File: src/rtl/sadc_host.sv
module sadc_host #(
  parameter int DIV   = 4,
  parameter int RES_W = 12
) (
  input  logic             clk,
  input  logic             rst_n,
  input  logic             start,
  input  logic             cfg_single,
  input  logic             cfg_odd,
  input  logic             cfg_msbf,
  input  logic             chk_en,
  output logic             sclk,
  output logic             cs_n,
  output logic             sd_out,
  output logic             sd_oe,
  input  logic             sd_in,
  output logic             busy,
  output logic             valid,
  output logic [RES_W-1:0] result,
  output logic             frame_err,
  output logic             order_err
);
  localparam int CW    = (DIV > 1) ? $clog2(DIV) : 1;
  localparam int LAST1 = 5 + RES_W;
  localparam int LAST2 = 4 + 2 * RES_W;
  localparam int EW    = $clog2(LAST2 + 1);
  localparam logic [CW-1:0] D_TOP  = CW'(DIV - 1);
  localparam logic [EW-1:0] E_REL  = EW'(4);
  localparam logic [EW-1:0] E_NULL = EW'(5);
  localparam logic [EW-1:0] E_MSB  = EW'(LAST1);
  localparam logic [EW-1:0] E_LSB  = EW'(LAST2);

  logic [CW-1:0]    dcnt;
  logic [EW-1:0]    rcnt;
  logic [3:0]       tx;
  logic [RES_W-1:0] sh;
  logic [RES_W-2:0] rep;
  logic             rep_en, fin, nbad;

  wire            tick = busy && (dcnt == D_TOP);
  wire [EW-1:0]   nxt  = rcnt + 1'b1;

  assign sd_out = tx[3];

  always_ff @(posedge clk or negedge rst_n) begin
    if (!rst_n) begin
      busy <= 1'b0;  cs_n <= 1'b1;  sclk <= 1'b0;  sd_oe <= 1'b0;
      tx <= '0;  dcnt <= '0;  rcnt <= '0;  sh <= '0;  rep <= '0;
      rep_en <= 1'b0;  fin <= 1'b0;  nbad <= 1'b0;
      valid <= 1'b0;  result <= '0;  frame_err <= 1'b0;  order_err <= 1'b0;
    end else begin
      valid <= 1'b0;
      if (!busy) begin
        if (start) begin
          busy   <= 1'b1;
          cs_n   <= 1'b0;
          sd_oe  <= 1'b1;
          tx     <= {1'b1, cfg_single, cfg_odd, cfg_msbf};
          rep_en <= chk_en & ~cfg_msbf;
          dcnt   <= '0;
          rcnt   <= '0;
          fin    <= 1'b0;
          nbad   <= 1'b0;
        end
      end else begin
        dcnt <= tick ? '0 : dcnt + 1'b1;
        if (tick) begin
          if (!sclk) begin
            sclk <= 1'b1;
            rcnt <= nxt;
            if (nxt == E_REL) sd_oe <= 1'b0;
            if (nxt == E_NULL) nbad <= sd_in;
            else if (nxt > E_NULL && nxt <= E_MSB) sh <= {sh[RES_W-2:0], sd_in};
            else if (nxt > E_MSB) rep <= {sd_in, rep[RES_W-2:1]};
            if (nxt == (rep_en ? E_LSB : E_MSB)) fin <= 1'b1;
          end else begin
            sclk <= 1'b0;
            tx   <= {tx[2:0], 1'b0};
            if (fin) begin
              busy      <= 1'b0;
              cs_n      <= 1'b1;
              valid     <= 1'b1;
              result    <= sh;
              frame_err <= nbad;
              order_err <= rep_en && (rep != sh[RES_W-1:1]);
            end
          end
        end
      end
    end
  end
endmodule

File: config.mk
export PLATFORM = sky130hd
export DESIGN_NAME = sadc_host
export DESIGN_NICKNAME = d
export VERILOG_FILES = /design/src/rtl/sadc_host.sv
export SDC_FILE = /design/constraint.sdc
export NUM_CORES = 1
export LEC_CHECK = 0
export ABC_AREA = 1
export BUFFER_PORTS_ARGS = -buffer_cell sky130_fd_sc_hd__buf_2
export CORE_MARGIN = 3
export CORE_UTILIZATION = 55
export CTS_CLUSTER_DIAMETER = 60
export DETAILED_ROUTE_END_ITERATION = 8
export HOLD_SLACK_MARGIN = 0.08
export PLACE_DENSITY = 0.76
export SLEW_MARGIN = 0
export SYNTH_ARGS = -nofsm -noshare
export SYNTH_HDL_FRONTEND = slang
export SYNTH_SLANG_ARGS = --single-unit
File: constraint.sdc
create_clock -name clk -period 1.9 [get_ports clk]
set_input_delay 0.38 -clock clk [delete_from_list [all_inputs] [get_ports clk]]
set_output_delay 0.38 -clock clk [all_outputs]
set_load 0.005 [all_outputs]
==> results of run 1 <==
metrics by stage:
stage / worst slack, ns / std cells / cell area [µm²]
5_1_grt: 0.0137 / 388 / 2930
3_3_place_gp: 0.170 / 379 / 2820
4_1_cts: 0.0390 / 388 / 2920
2_1_floorplan: 0.219 / 303 / 2660
6_report: 0.129 / 388 / 2930
3_5_place_dp: 0.0611 / 379 / 2820
path summary, 6_finish.rpt:
path                                         end                   from  depth (start not counted)  slack (ns)
min in group asynchronous      tx[2]$_DFFE_PN0P_                  rst_n                          3        0.58
min                            tx[1]$_DFFE_PN0P_                cfg_odd                          3        0.32
max reg2reg                    sh[9]$_DFFE_PN0P_    rcnt[0]$_DFFE_PN0P_                          9        0.13
max                            sh[9]$_DFFE_PN0P_    rcnt[0]$_DFFE_PN0P_                          9        0.13
max in group asynchronous       cs_n$_DFFE_PN1P_                  rst_n                          3        1.03
min reg2reg                result[9]$_DFFE_PN0P_  result[9]$_DFFE_PN0P_                          2        0.47
logic make-up (layout without fill, tap and decap cells):
family	after synthesis	count (layout)	synth area share, %
AO/OA/AOI/OAI	28	28	5.79
XOR/XNOR	9	9	2.97
adder cells (fa/ha/maj)	3	3	1.41
buffers and inverters	38	71	7.87
flip-flops	56	56	52.8
AND/OR/NAND/NOR	169	169	29.2
worst max-delay path, stage by stage, from the launching register on:
cell and delay [ns]:
dfrtp_1 0.42, inv_1 0.10, ha_1 0.29, inv_1 0.07, a21oi_1 0.22, nand2_1 0.14, nand3_4 0.12, buf_4 0.19
nand4_1 0.11, nand2_1 0.08
power breakdown:
part | switching [mW] | total (mW) | internal [mW]
combinational | 0.983 | 1.64 | 0.655
clock | 0.398 | 0.661 | 0.263
sequential | 0.321 | 1.90 | 1.58
total | 1.70 | 4.20 | 2.50
per-layer routing:
metal | share of wire [%] | routed length [µm] | vias up
li1 | - | - | 1033
met1 | 49 | 2440 | 961
met2 | 45 | 2270 | 40
met3 | 4.1 | 205 | 9
met4 | 1.6 | 78 | 0
met5 | 0 | 0 | -
area by class of cell:
type | instances | area, µm² | share of cell area (%)
clock buffers | 5 | 68.8 | 2.35
well taps | 52 | 65.1 | 2.22
inverters | 28 | 105 | 3.59
multi-input cells | 209 | 1060 | 36.1
flip-flops and latches | 56 | 1400 | 47.9
repair buffers | 35 | 210 | 7.17
clock inverters | 3 | 21.3 | 0.726
sequential cells by signal, summed over array words and instances (netlist names), 2 cells and up:
signal and cells:
rcnt 5, result 12, sh 12, dcnt 2, rep 11, tx 4
cell usage after synthesis, drive strengths merged:
master / number / area share [%]
nand2: 115 / 18
dfrtp: 55 / 52
inv: 28 / 4.0
nor2: 22 / 3.6
nand4: 18 / 4.2
nand3: 14 / 3.7
o21ai: 13 / 2.4
xnor2: 8 / 2.6
a21oi: 7 / 1.3
buf: 7 / 2.4
o22ai: 4 / 0.94
clkbuf: 3 / 1.6
ha: 3 / 1.4
a31oi: 2 / 0.47
a22o: 1 / 0.33
dfstp: 1 / 0.99
o31ai: 1 / 0.28
xor2: 1 / 0.33
what timing repair did:
item                                    in CTS  in global routing
endpoints found under the hold margin       55                  0
hold buffers                                 1                  0
endpoints found under the setup margin       0                 16
resized for setup                            0                  2
setup buffers                                0                  0
==> run metrics, run 1 <==
final core occ=65.1%; power density cells=1430 mW/mm²; clock sink count=56; final hold slack=0.320 ns; drt wl/cell=12.9 µm; CTS Buffer Depth=2; min cycle time layout=1.77 ns; Total GRT Usage=18.9%; IO Count=28; hpwl dp=3.53 mm; syn_nets=314; first-pass GRT wire length=~8.2 mm; Slew HR=76.5%; DR pass1 iterations=5; worst min-delay path class=in2reg; leak pwr=~1.6 nW; worst setup path category=reg2reg; crit end category=register; Port-buffer cells=27; Post-Syn Area=0.00266 mm²; Total Power=4.20 mW; Crit Path Max Fanout=12; antenna cells=0; DIE WIDTH=75.5 µm; Worst IR Drop VDD=0.000632 V; fraction of layout cells with a size suffix above 1=between 10% and 20%; met2 global-route usage=28.3%; Layout Nets=roughly 350; Mean Syn Cell Area=8.77 µm²; status=complete, no violations; crit start category=register; number of global-route vias before repair=1784; largest net degree at the start of global routing=57; # H-tree levels=2; # fillers=391; commonest non-fill, non-tap cell in the layout=nand2_1; Worst Max-Slew Pin Slew=0.353 ns; #FFs+latches synth=56; Clock Root Buffer=clkbuf_8; final-report hold violation count=0; critical path data arrival time=between 2 and 2.5 ns; num rows=24; RePlAce Congestion=0.855; fin. max-slew vios=0; setup tns final=0 ns; number of DRC markers in iteration 0=122; met1 GRT Util=a little over a quarter; most frequent cells in the layout=nand2_1, dfrtp_1, buf_2, inv_1, nor2_1; core area=approximately 0.0045 mm²; antenna violations before repair=0; gr busiest metal=met2; CTS tree=built; Clk pin slew, worst setup/hold paths=0.10 ns; global route overflow=0; Final Skew=0.00371 ns; die height=75.5 µm; Die ar.=0.00570 mm²; Worst EP required=roughly 2.2 ns; share of the clock period used by the worst path=93.2%; worst skew pair latency=~0.31 ns; DRT antenna net count=0; RSZ-0062 raised after global routing=no; Layout area overhead=10.3%; vias per cell=5.27; warnings from Yosys=0; CTS buffer count=5; routed via count=2043; M3 GR Usage=3.96%; max-cap viol count=0; Syn Inst Count=303; sequential cell area fraction in the yosys report=a little over half; final setup vio count=0; final WL=around 5.0 mm; Initial Util=59.0%; DRC errors left=0; Max Fclk=~0.56 GHz; Netlist cell types=28
Note: power is estimated with default switching activity, not from simulation.
==> inputs of run 2 (changes only) <==
--- a/config.mk
+++ b/config.mk
@@ -12,6 +12,7 @@
 export CTS_CLUSTER_DIAMETER = 60
 export DETAILED_ROUTE_END_ITERATION = 8
 export HOLD_SLACK_MARGIN = 0.08
+export MAX_ROUTING_LAYER = met4
 export PLACE_DENSITY = 0.76
 export SLEW_MARGIN = 0
 export SYNTH_ARGS = -nofsm -noshare
==> run 2 against run 1 <==
Net effect: power decreased by 0.15%; hold slack about the same; first-iteration DRC count decreased by 1.6%; maximum frequency increased by 0.36%; sequential cell count unchanged; largest power group unchanged; global-route usage increased by 0.61 points; routed wire length decreased by 0.58%; clock-buffer cell count unchanged; via count increased by 0.39%.
==> run metrics, run 2 (synthesized netlist as in run 1, its figures left out) <==
Worst EP required=2.11 ns; Clk pin slew, worst setup/hold paths=0.10 ns; # Post-CTS Setup Buffers=0; fraction of layout cells with a size suffix above 1=19.3%; biggest regs=result x12, sh x12, rep x11; Total GRT Usage=between 10% and 20%; clock sink count=56; IO Count=28; final WL=between 4 and 5 mm; CTS tree=built; fin. max-slew vios=0; Worst IR Drop VDD=0.000629 V; worst skew pair latency=0.31 ns; crit end category=register; die height=75.5 µm; final non-filler cell total=between 300 and 400; setup tns final=0 ns; # H-tree levels=2; num rows=24; Crit Path Max Fanout=12; max-cap viol count=0; first-pass GRT wire length=8.25 mm; hpwl dp=3.53 mm; global route overflow=0; antenna violations before repair=0; min cycle time layout=1.76 ns; Port-buffer cells=27; Initial Util=approximately three fifths; worst reg2reg endpoint=sh[1]$_DFFE_PN0P_; critical path data arrival time=1.98 ns; Layout Nets=346; Max Fclk=0.567 GHz; largest net degree at the start of global routing=57; Layout area overhead=10.3%; status=complete, no violations; R2R setup slack=0.14 ns; most frequent cells in the layout=nand2_1, dfrtp_1, buf_2, inv_1, nor2_1; Hold Crit Endpoint=tx[1]$_DFFE_PN0P_; DIE WIDTH=between 70 and 80 µm; # fillers=391; DRC errors left=0; final-report hold violation count=0; DRT antenna net count=0; crit start category=register; Worst Hold Depth=3; Worst Max-Slew Pin Slew=0.347 ns; Die ar.=0.00570 mm²; Slew HR=76.8%; number of DRC markers in iteration 0=120; RePlAce Congestion=0.868; vias per cell=roughly 5.3; routed via count=~2000; core area=~0.0045 mm²; worst min-delay path class=in2reg; power density cells=1430 mW/mm²; placed cell count=379; final hold slack=approximately 0.32 ns; number of global-route vias before repair=1783; CTS buffer count=5; reg2reg path depth=10; RR Startpoint=rcnt[0]$_DFFE_PN0P_; final setup vio count=0; DR pass1 iterations=4; Final Skew=0.00442 ns; share of the clock period used by the worst path=92.9%; drt wl/cell=12.8 µm; RSZ-0062 raised after global routing=no; CTS Buffer Depth=2; leak pwr=between 1.5 and 2 nW; worst setup path category=reg2reg; worst hold start=cfg_odd; Clock Root Buffer=clkbuf_8; antenna cells=0; commonest non-fill, non-tap cell in the layout=nand2_1; final core occ=65.1%
run 2: cell counts in the layout (fill, tap and decap cells not counted):
No cell type changed its count.
run 2: area by class of cell:
| cell class | count | area [µm²] | area share [%] |
|---|---|---|---|
| flip-flops and latches | 56 | 1400 | 47.9 |
| multi-input cells | 209 | 1060 | 36.1 |
| repair buffers | 35 | 210 | 7.17 |
| inverters | 28 | 105 | 3.59 |
| clock buffers | 5 | 68.8 | 2.35 |
| well taps | 52 | 65.1 | 2.22 |
| clock inverters | 3 | 21.3 | 0.726 |
run 2: power by group:
| part | total, mW | switching [mW] | internal (mW) | leakage (nW) |
|---|---|---|---|---|
| Clock | 0.657 | 0.395 | 0.262 | 0.0445 |
| Sequential | 1.90 | 0.320 | 1.58 | 0.726 |
| Combinational | 1.64 | 0.980 | 0.656 | 0.788 |
run 2: worst max-delay path, cell delays in order, from the launching register on:
cell and delay [ns]:
dfrtp_1 0.42, inv_1 0.10, ha_1 0.29, inv_1 0.07, a21oi_1 0.22, nor2_2 0.06, nand2_2 0.11, nand2_2 0.09
buf_4 0.18, nand4_1 0.08, nand2_1 0.06
run 2: stage by stage:
step,setup slack [ns],area [µm²],power [mW]
finish,0.135,2930,4.19
global route,0.0137,2930,4.56
CTS,0.0390,2920,4.20
detailed placement,0.0611,2820,3.53
global placement,0.170,2820,3.45
floorplan,0.219,2660,3.13
run 2: worst max path at each step:
stage,start,end,slack (ns),depth (start not counted)
after floorplan,rcnt[0]$_DFFE_PN0P_,sh[3]$_DFFE_PN0P_,0.22,10
after global placement,rcnt[0]$_DFFE_PN0P_,sh[7]$_DFFE_PN0P_,0.17,9
after detailed placement,rcnt[0]$_DFFE_PN0P_,sh[6]$_DFFE_PN0P_,0.06,9
after CTS,rcnt[0]$_DFFE_PN0P_,sh[4]$_DFFE_PN0P_,0.04,9
after global routing,rcnt[0]$_DFFE_PN0P_,sh[2]$_DFFE_PN0P_,0.01,10
final,rcnt[0]$_DFFE_PN0P_,sh[1]$_DFFE_PN0P_,0.14,10
run 2: what timing repair did:
item                       4_1_cts  5_1_grt
gates resized for setup          0        2
setup endpoints to repair        0       16
hold endpoints to repair        55        0
hold buffers                     1        0
run 2: per-layer routing:
metal	GRT usage (%)	vias up	part of all wire (%)
met5	-	-	0
met4	6.41	0	1.8
li1	-	1035	-
met2	28.3	41	45
met1	27.6	963	49
met3	3.96	12	3.9
==> inputs of run 3 (changes only) <==
--- a/config.mk
+++ b/config.mk
@@ -7,13 +7,15 @@
 export LEC_CHECK = 0
 export ABC_AREA = 1
 export BUFFER_PORTS_ARGS = -buffer_cell sky130_fd_sc_hd__buf_2
+export CELL_PAD_IN_SITES_DETAIL_PLACEMENT = 1
+export CELL_PAD_IN_SITES_GLOBAL_PLACEMENT = 1
 export CORE_MARGIN = 3
-export CORE_UTILIZATION = 55
+export CORE_UTILIZATION = 44
 export CTS_CLUSTER_DIAMETER = 60
 export DETAILED_ROUTE_END_ITERATION = 8
 export HOLD_SLACK_MARGIN = 0.08
 export MAX_ROUTING_LAYER = met4
-export PLACE_DENSITY = 0.76
+export PLACE_DENSITY = 0.79
 export SLEW_MARGIN = 0
 export SYNTH_ARGS = -nofsm -noshare
 export SYNTH_HDL_FRONTEND = slang
==> run 3 against run 2 <==
Net effect: power rose by 2.3%; worst setup slack improved by 0.014 ns; sequential cell count is the same; largest cell class unchanged; highest routed layer unchanged.
==> run metrics, run 3 (synthesized netlist as in run 1, its figures left out) <==
status=complete, no violations; worst reg2reg endpoint=sh[5]$_DFFE_PN0P_; die height=roughly 84 µm; sw frac=40.7%; Worst EP required=between 2 and 2.5 ns; met1 wire length=around 2.9 mm; # H-tree levels=2; Port-buffer cells=27; Clk pin slew, worst setup/hold paths=0.10 ns; Clock Root Buffer=clkbuf_8; core area=between 0.005 and 0.006 mm²; uppermost layer routed=met4; Sequential Power Share=45.0%; crit start category=register; largest net degree at the start of global routing=31; DP Area=approximately 0.0028 mm²; Max Fclk=0.571 GHz; metal3 WL=224 µm; Total GRT Usage=18.3%; CTS tree=built; Crit Path Max Fanout=12; routed via count=roughly 2100; Layout Nets=346; multi-input logic area=around 0.0011 mm²; final hold slack=0.0681 ns; Pint=2.54 mW; global route overflow=0; min cycle time layout=approximately 1.8 ns; register area=0.00141 mm²; DIE WIDTH=83.7 µm; Worst Max-Slew Pin Slew=0.389 ns; RR Startpoint=rcnt[0]$_DFFE_PN0P_; final setup vio count=0; # Post-CTS Setup Buffers=0; reg2reg path depth=10; number of global-route vias before repair=2149; critical path data arrival time=2.01 ns; fraction of layout cells with a size suffix above 1=20.8%; RSZ-0062 raised after global routing=no; drt wl/cell=14.3 µm; final core occ=52.0%; RePlAce Congestion=0.869; fin. max-slew vios=0; DR pass1 iterations=4; commonest non-fill, non-tap cell in the layout=nand2_1; Worst IR Drop VDD=about 0.00052 V; vias per cell=5.20; leak pwr=1.55 nW; final WL=slightly below 6 mm; CTS Buffer Depth=2; hpwl dp=4.31 mm; share of the clock period used by the worst path=92.1%; Switch Pwr=1.75 mW; worst min-delay path class=in2async; Setup WS post-layout=0.149 ns; metal2 WL=around 2.7 mm; power density cells=roughly 1500 mW/mm²; setup tns final=0 ns; pre-CTS setup slack=0.00906 ns; R2R setup slack=0.15 ns; CTS buffer count=5; Layout area overhead=11.2%; final non-filler cell total=408; max-cap viol count=0; IO Count=28; num rows=27; Logic pwr share=39.0%; most frequent cells in the layout=nand2_1, dfrtp_1, buf_2, inv_1, nor2_1; Die ar.=about 0.007 mm²; cell area after layout=0.00295 mm²; first-pass GRT wire length=between 10 and 15 mm; Total Power=4.29 mW; worst setup path category=reg2reg; clock sink count=between 50 and 60; crit end category=register; Final Skew=0.00639 ns; worst skew pair latency=roughly 0.31 ns; Initial Util=46.8%; biggest regs=result x12, sh x12, rep x11; final-report hold violation count=0; antenna violations before repair=0; DRC errors left=0; # fillers=a little over 700; antenna cells=0; DRT antenna net count=0; clock power share=16.0%; placed cell count=400; Slew HR=74.1%; number of DRC markers in iteration 0=82
==> run 3: cell types whose count changed in the layout (fill, tap and decap cells not counted), sizes merged <==
cell | before | now
clkinv | 1 | 0
clkbuf | 5 | 7
inv | 29 | 28
buf | 34 | 35
dlygate4sd3 | 1 | 0
==> run 3: worst max-delay path by stage <==
stage | endpoint | startpoint | slack [ns] | depth (start not counted)
finish | sh[5]$_DFFE_PN0P_ | rcnt[0]$_DFFE_PN0P_ | 0.15 | 10
global route | sh[1]$_DFFE_PN0P_ | rcnt[0]$_DFFE_PN0P_ | 0.02 | 10
CTS | rep[3]$_DFFE_PN0P_ | rcnt[0]$_DFFE_PN0P_ | 0.04 | 9
detailed placement | sh[1]$_DFFE_PN0P_ | rcnt[0]$_DFFE_PN0P_ | 0.009 | 9
global placement | sh[8]$_DFFE_PN0P_ | rcnt[1]$_DFFE_PN0P_ | 0.12 | 9
floorplan | sh[3]$_DFFE_PN0P_ | rcnt[0]$_DFFE_PN0P_ | 0.22 | 10
==> run 3: timing repair <==
action,4_1_cts,5_1_grt
gates resized for setup,1,6
pin swaps,0,0
hold buffers,0,0
endpoints found under the setup margin,11,23
==> run 3: power groups by stage <==
| stage | clock network [mW] | logic (mW) | registers (mW) |
|---|---|---|---|
| 4_1_cts | 0.699 | 1.68 | 1.92 |
| 3_5_place_dp | 0 | 1.65 | 1.95 |
| 6_report | 0.686 | 1.67 | 1.93 |
| 2_1_floorplan | 0 | 1.27 | 1.85 |
| 3_3_place_gp | 0 | 1.58 | 1.92 |
| 5_1_grt | 0.755 | 1.91 | 1.99 |
==> run 3: area by class of cell <==
| type | instances | share of cell area (%) |
|---|---|---|
| clock buffers | 7 | 2.92 |
| flip-flops and latches | 56 | 47.6 |
| inverters | 28 | 3.56 |
| well taps | 72 | 3.05 |
| repair buffers | 35 | 6.61 |
| clock inverters | 1 | 0.254 |
| multi-input cells | 209 | 36.0 |
==> run 3: routing by layer <==
layer	vias up	global-route usage, %
li1	1036	-
met1	1043	25.3
met2	37	28.3
met3	6	2.96
met4	0	4.39
met5	-	-
==> run 3: worst max-delay path, cell delays in order, from the launching register on <==
cell,delay (ns)
dfrtp_2,0.45
inv_2,0.07
ha_1,0.29
inv_1,0.12
a21oi_2,0.08
nor2_2,0.09
nand2_2,0.10
nand2_2,0.10
buf_4,0.19
nand4_1,0.11
nand2_1,0.09
